$ cat src/rtl/tlb_pkg.sv
package tlb_pkg;
    localparam int VA_W   = 31;
    localparam int OFF_W  = 12;
    localparam int VPN_W  = VA_W - OFF_W;
    localparam int PPN_W  = 15;
    localparam int PA_W   = PPN_W + OFF_W;
    localparam int PTE_W  = PPN_W + 1;

    typedef struct packed {
        logic             v;
        logic [VPN_W-1:0] vpn;
        logic [PPN_W-1:0] ppn;
    } map_entry_t;

    typedef enum logic [1:0] {
        ST_IDLE = 2'd0,
        ST_WAIT = 2'd1,
        ST_RESP = 2'd2
    } walk_state_t;
endpackage

$ cat src/rtl/tlb_cam.sv
module tlb_cam
    import tlb_pkg::*;
#(
    parameter int NUM_ENTRIES = 2
) (
    input  logic             clk,
    input  logic             rst_n,
    input  logic             flush,
    input  logic [VPN_W-1:0] lk_vpn,
    output logic             lk_hit,
    output logic [PPN_W-1:0] lk_ppn,
    input  logic             ins_en,
    input  logic [VPN_W-1:0] ins_vpn,
    input  logic [PPN_W-1:0] ins_ppn
);
    localparam int IDX_W = (NUM_ENTRIES > 1) ? $clog2(NUM_ENTRIES) : 1;

    map_entry_t            ent [NUM_ENTRIES];
    logic [NUM_ENTRIES-1:0] match;
    logic [IDX_W-1:0]      rr_ptr;
    logic [IDX_W-1:0]      victim;
    logic                  any_free;

    genvar g;
    generate
        for (g = 0; g < NUM_ENTRIES; g++) begin : g_cmp
            assign match[g] = ent[g].v && (ent[g].vpn == lk_vpn);
        end
    endgenerate

    always_comb begin
        lk_ppn = '0;
        for (int i = 0; i < NUM_ENTRIES; i++) begin
            if (match[i]) lk_ppn = lk_ppn | ent[i].ppn;
        end
    end
    assign lk_hit = |match;

    always_comb begin
        any_free = 1'b0;
        victim   = rr_ptr;
        for (int i = NUM_ENTRIES - 1; i >= 0; i--) begin
            if (!ent[i].v) begin
                any_free = 1'b1;
                victim   = IDX_W'(i);
            end
        end
    end

    always_ff @(posedge clk) begin
        if (!rst_n || flush) begin
            for (int i = 0; i < NUM_ENTRIES; i++) ent[i] <= '0;
            if (!rst_n) rr_ptr <= '0;
        end else if (ins_en) begin
            ent[victim] <= '{v: 1'b1, vpn: ins_vpn, ppn: ins_ppn};
            if (!any_free) begin
                rr_ptr <= (rr_ptr == IDX_W'(NUM_ENTRIES - 1)) ? '0 : rr_ptr + 1'b1;
            end
        end
    end
endmodule

$ cat src/rtl/tlb_walk_fsm.sv
module tlb_walk_fsm
    import tlb_pkg::*;
(
    input  logic        clk,
    input  logic        rst_n,
    input  logic        req_valid,
    input  logic        lut_hit,
    input  logic        pt_ack,
    output walk_state_t state,
    output logic        req_ready,
    output logic        walk_start,
    output logic        walk_done,
    output logic        resp_slot
);
    walk_state_t nxt;

    always_comb begin
        nxt = state;
        unique case (state)
            ST_IDLE: if (req_valid && !lut_hit) nxt = ST_WAIT;
            ST_WAIT: if (pt_ack) nxt = ST_RESP;
            ST_RESP: nxt = ST_IDLE;
            default: nxt = ST_IDLE;
        endcase
    end

    always_ff @(posedge clk) begin
        if (!rst_n) state <= ST_IDLE;
        else        state <= nxt;
    end

    always_comb begin
        req_ready  = 1'b0;
        walk_start = 1'b0;
        walk_done  = 1'b0;
        resp_slot  = 1'b0;
        unique case (state)
            ST_IDLE: begin
                req_ready  = 1'b1;
                walk_start = req_valid && !lut_hit;
            end
            ST_WAIT: walk_done = pt_ack;
            ST_RESP: resp_slot = 1'b1;
            default: ;
        endcase
    end
endmodule

$ cat src/rtl/tlb_walker.sv
module tlb_walker
    import tlb_pkg::*;
#(
    parameter int NUM_ENTRIES = 2
) (
    input  logic             clk,
    input  logic             rst_n,
    input  logic             flush,
    input  logic             req_valid,
    output logic             req_ready,
    input  logic [VA_W-1:0]  req_vaddr,
    output logic             rsp_valid,
    output logic [PA_W-1:0]  rsp_paddr,
    output logic             rsp_fault,
    output logic             pt_req,
    output logic [VPN_W-1:0] pt_idx,
    input  logic             pt_ack,
    input  logic [PTE_W-1:0] pt_pte
);
    walk_state_t      state;
    logic             hit;
    logic [PPN_W-1:0] hit_ppn;
    logic             walk_start, walk_done, resp_slot;
    logic [VPN_W-1:0] cap_vpn;
    logic [OFF_W-1:0] cap_off;
    logic [PPN_W-1:0] res_ppn;
    logic             res_fault;
    logic             pte_present;

    assign pte_present = pt_pte[PTE_W-1];

    tlb_cam #(.NUM_ENTRIES(NUM_ENTRIES)) u_cam (
        .clk     (clk),
        .rst_n   (rst_n),
        .flush   (flush),
        .lk_vpn  (req_vaddr[VA_W-1:OFF_W]),
        .lk_hit  (hit),
        .lk_ppn  (hit_ppn),
        .ins_en  (walk_done && pte_present),
        .ins_vpn (cap_vpn),
        .ins_ppn (pt_pte[PPN_W-1:0])
    );

    tlb_walk_fsm u_fsm (
        .clk        (clk),
        .rst_n      (rst_n),
        .req_valid  (req_valid),
        .lut_hit    (hit),
        .pt_ack     (pt_ack),
        .state      (state),
        .req_ready  (req_ready),
        .walk_start (walk_start),
        .walk_done  (walk_done),
        .resp_slot  (resp_slot)
    );

    always_ff @(posedge clk) begin
        if (!rst_n) begin
            cap_vpn   <= '0;
            cap_off   <= '0;
            res_ppn   <= '0;
            res_fault <= 1'b0;
        end else begin
            if (walk_start) begin
                cap_vpn <= req_vaddr[VA_W-1:OFF_W];
                cap_off <= req_vaddr[OFF_W-1:0];
            end
            if (walk_done) begin
                res_ppn   <= pte_present ? pt_pte[PPN_W-1:0] : '0;
                res_fault <= !pte_present;
            end
        end
    end

    assign pt_req = walk_start;
    assign pt_idx = req_vaddr[VA_W-1:OFF_W];

    always_comb begin
        rsp_valid = 1'b0;
        rsp_paddr = '0;
        rsp_fault = 1'b0;
        if (resp_slot) begin
            rsp_valid = 1'b1;
            rsp_fault = res_fault;
            rsp_paddr = res_fault ? '0 : {res_ppn, cap_off};
        end else if (state == ST_IDLE && req_valid && hit) begin
            rsp_valid = 1'b1;
            rsp_paddr = {hit_ppn, req_vaddr[OFF_W-1:0]};
        end
    end
endmodule

$ cat config.mk
export PLATFORM = sky130hd
export DESIGN_NAME = tlb_walker
export DESIGN_NICKNAME = d
export VERILOG_FILES = /design/src/rtl/tlb_pkg.sv /design/src/rtl/tlb_cam.sv /design/src/rtl/tlb_walk_fsm.sv /design/src/rtl/tlb_walker.sv
export SDC_FILE = /design/constraint.sdc
export NUM_CORES = 1
export LEC_CHECK = 0
export BUFFER_PORTS_ARGS = -buffer_cell sky130_fd_sc_hd__buf_2
export CAP_MARGIN = 5
export CORE_AREA = 5 5 143 145
export DETAILED_ROUTE_END_ITERATION = 10
export DIE_AREA = 0 0 148 150
export PLACE_DENSITY = 0.44
export SYNTH_ARGS = -nofsm -noshare
export SYNTH_HDL_FRONTEND = slang
export SYNTH_SLANG_ARGS = --single-unit
$ cat constraint.sdc
create_clock -name clk -period 5 [get_ports clk]
set_input_delay 0.5 -clock clk [delete_from_list [all_inputs] [get_ports clk]]
set_output_delay 0.5 -clock clk [all_outputs]
set_load 0.05 [all_outputs]
==> metrics <==
Relative slew margins=roughly 29%; DIE AREA=between 0.02 and 0.025 mm^2; vias per inst=about 4.7; PwrDens=373.7 mW/mm^2; Ant. Diodes=0; WL met1=approximately 6.5 mm; Syn Inst Count=between 500 and 600; clock latency on the worst-skew pair=between 0.4 and 0.5 ns; gr usage total=a little over an eighth; fraction of registers with async set/reset=0%; overall power=about 0.0025 W; Synth top cells by count=nand2_1 (95), and2_1 (69), edfxtp_1 (69); nets@finish=646; Compound-Gate Fraction of Synth Area=under 10%; master of the slowest instance on the critical path=nor3_4; 1st-iter DRT viols=around 220; largest net degree at the start of global routing=83; number of antenna violations at the first check in global routing=0; Yosys reg bits=120; wire per inst=roughly 17 um; Clock Skew=roughly 0.010 ns; worst hold path class=in2reg; FF-to-FF setup slack=approximately 2.0 ns; Worst Hold Margin=around 0.34 ns; post-layout min period=3.749 ns; CTS tree=done; max-slew violations=0; Post-Synth Simple-Gate Area=a little under a fifth; met2 routed WL=a little under 7 mm; Port-buffer cells=slightly above 100; critical path launch point type=flip-flop; unrepaired setup endpoints after global routing=false; Area contributors post-synth=edfxtp_1 (37%), dfxtp_1 (18%), and2_1 (7.8%); crit-path max cell delay=a little over 0.7 ns; Synth area leader=edfxtp_1; htree depth=4; via count=3,959; CTS root buf=clkbuf_16; WS Path Type=reg2out; Num CTS Buffers=17; sequential fraction of the synthesis area=a little under three fifths; Worst VDD drop=0.1956 mV; YS warnings=0; GR Overflow Total=0; Hold Vio Cnt, Final=0; fraction of synthesized area in multiplexers=under 10%; final-report setup violation count=0; Remaining DRCs=0; Core Area=approximately 0.019 mm^2; DRT antenna net count=0; CTS Hold Bufs=0; Yosys top cell area share=a little under two fifths; synthesized-area fraction occupied by xor and xnor cells=~6%; Fmax=approximately 0.27 GHz; CP top delay family=simple AND/OR/NAND/NOR gates; vias in the first global route=around 4,000; first-pass GRT wire length=~22 mm; site row count=slightly above 50; most numerous cell in the Yosys netlist=nand2_1; met3 WL=approximately 650 um; fin cells=about 850; synth-to-layout area growth=21.24%; max cap viols=0; outcome=completed; TritonRoute pass-1 iters=4; top sig layer=met4; main combinational cell family by area after synthesis=simple AND/OR/NAND/NOR gates; syn_area_per_cell=between 10 and 15 um^2; EDFF count, synth=about 70; Placed Area=approximately 0.0062 mm^2; Worst Setup End Kind=primary output; Data arrival, critical path=3.25 ns; die height=roughly 150 um; RePlAce Congestion=0.7460; setup bufs post-CTS=0; Clock transition at path regs=approximately 0.050 ns; HPWL after detailed placement=about 9 mm; clock sink total=between 100 and 150; design area=around 0.0067 mm^2; slew at the pin with the worst max-slew slack=roughly 1.1 ns; Die Span X=approximately 150 um; CP Buf/Inv Count=1; Initial Utilization=29.09%; Post-Syn Area=about 0.0056 mm^2; share of layout cells above drive strength 1=23.56%; Synth Area in Adders=0%; Data required, critical path=4.50 ns; fin crit share=74.97%; # IOs=approximately 100; top_reg_cell synth=edfxtp_1; synthesized net count=567; Pleak=2.747 nW; PostCTS Resize Cnt=0; crit-path cells=xor2_1 > nor4_1 > nand3_1 > nor3_4 > o21ba_2 > a22o_1 > buf_2; crit-path max FO=14; CTS max path bufs=2; routed wire length=14.26 mm; Setup TNS Final=0 ns; Netlist cell types=33; Cells after DPL=between 800 and 900
## kinds of logic (layout without fill, tap and decap cells)
family / after synthesis / count (layout)
buffers and inverters: 50 / 142
DFF: 120 / 120
and+or+nand+nor: 208 / 208
AOI/OAI and AO/OA: 68 / 68
muxes: 31 / 31
xor gates and xnor gates: 38 / 38
## layer usage
metal	track usage, %	vias up
met1	16.73	1921
met3	3.483	11
met5	0	-
li1	-	1930
met4	4.619	0
met2	21.58	97
## final timing paths
kind | from | endpoint | depth (start not counted)
max | u_cam.ent[1][24] | rsp_paddr[0] | 7
min | req_vaddr[11] | cap_off[11] | 3
max reg2reg | u_cam.ent[1][34] | u_cam.ent[0][12] | 5
min reg2reg | cap_off[0] | cap_off[0] | 2
## sequential cells by signal, indices dropped and copies added (netlist names)
signal        cells
u_cam.ent        70
cap_vpn          19
res_ppn          15
cap_off          12
u_fsm.state       2
res_fault         1
u_cam.rr_ptr      1
## power breakdown
group	switching (W)	total, W	internal (W)
Sequential	0.0000215	0.00111	0.00109
Combinational	0.000143	0.000210	0.0000674
Clock	0.000424	0.00119	0.000769
Total	0.000588	0.00251	0.00193
## cell usage in the layout (no fill, tap or decap), types with 12 or more instances in the layout
| master | n |
|---|---|
| a21boi_0 | 15 |
| a22o_1 | 12 |
| a22oi_1 | 15 |
| and2_1 | 69 |
| buf_2 | 101 |
| clkbuf_16 | 17 |
| dfxtp_1 | 51 |
| edfxtp_1 | 69 |
| mux2i_1 | 31 |
| nand2_1 | 95 |
| nand3_1 | 19 |
| xnor2_1 | 14 |
| xor2_1 | 24 |
## worst min-delay path: stages
cell     delay [ns]
buf_2          0.10
nand2_1        0.05
mux2i_1        0.05
## final cells by class
class                      count  area (um^2)
fill                        1927        12350
sequential                   120         3093
multi-input combinational    345         2205
timing repair buffer         108        558.0
clock buffer                  19        432.9
tap                          238        297.8
clock inverter                13        135.1
inverter                       2        7.507
## metrics by stage
step | util (%) | setup WS (ns)
5_1_grt | 35.27 | 1.010
3_3_place_gp | 32.29 | 1.203
6_report | 35.27 | 1.251
4_1_cts | 35.27 | 1.058
3_5_place_dp | 32.29 | 1.239
2_1_floorplan | - | 1.036
Power figures use the tool's default switching activity.
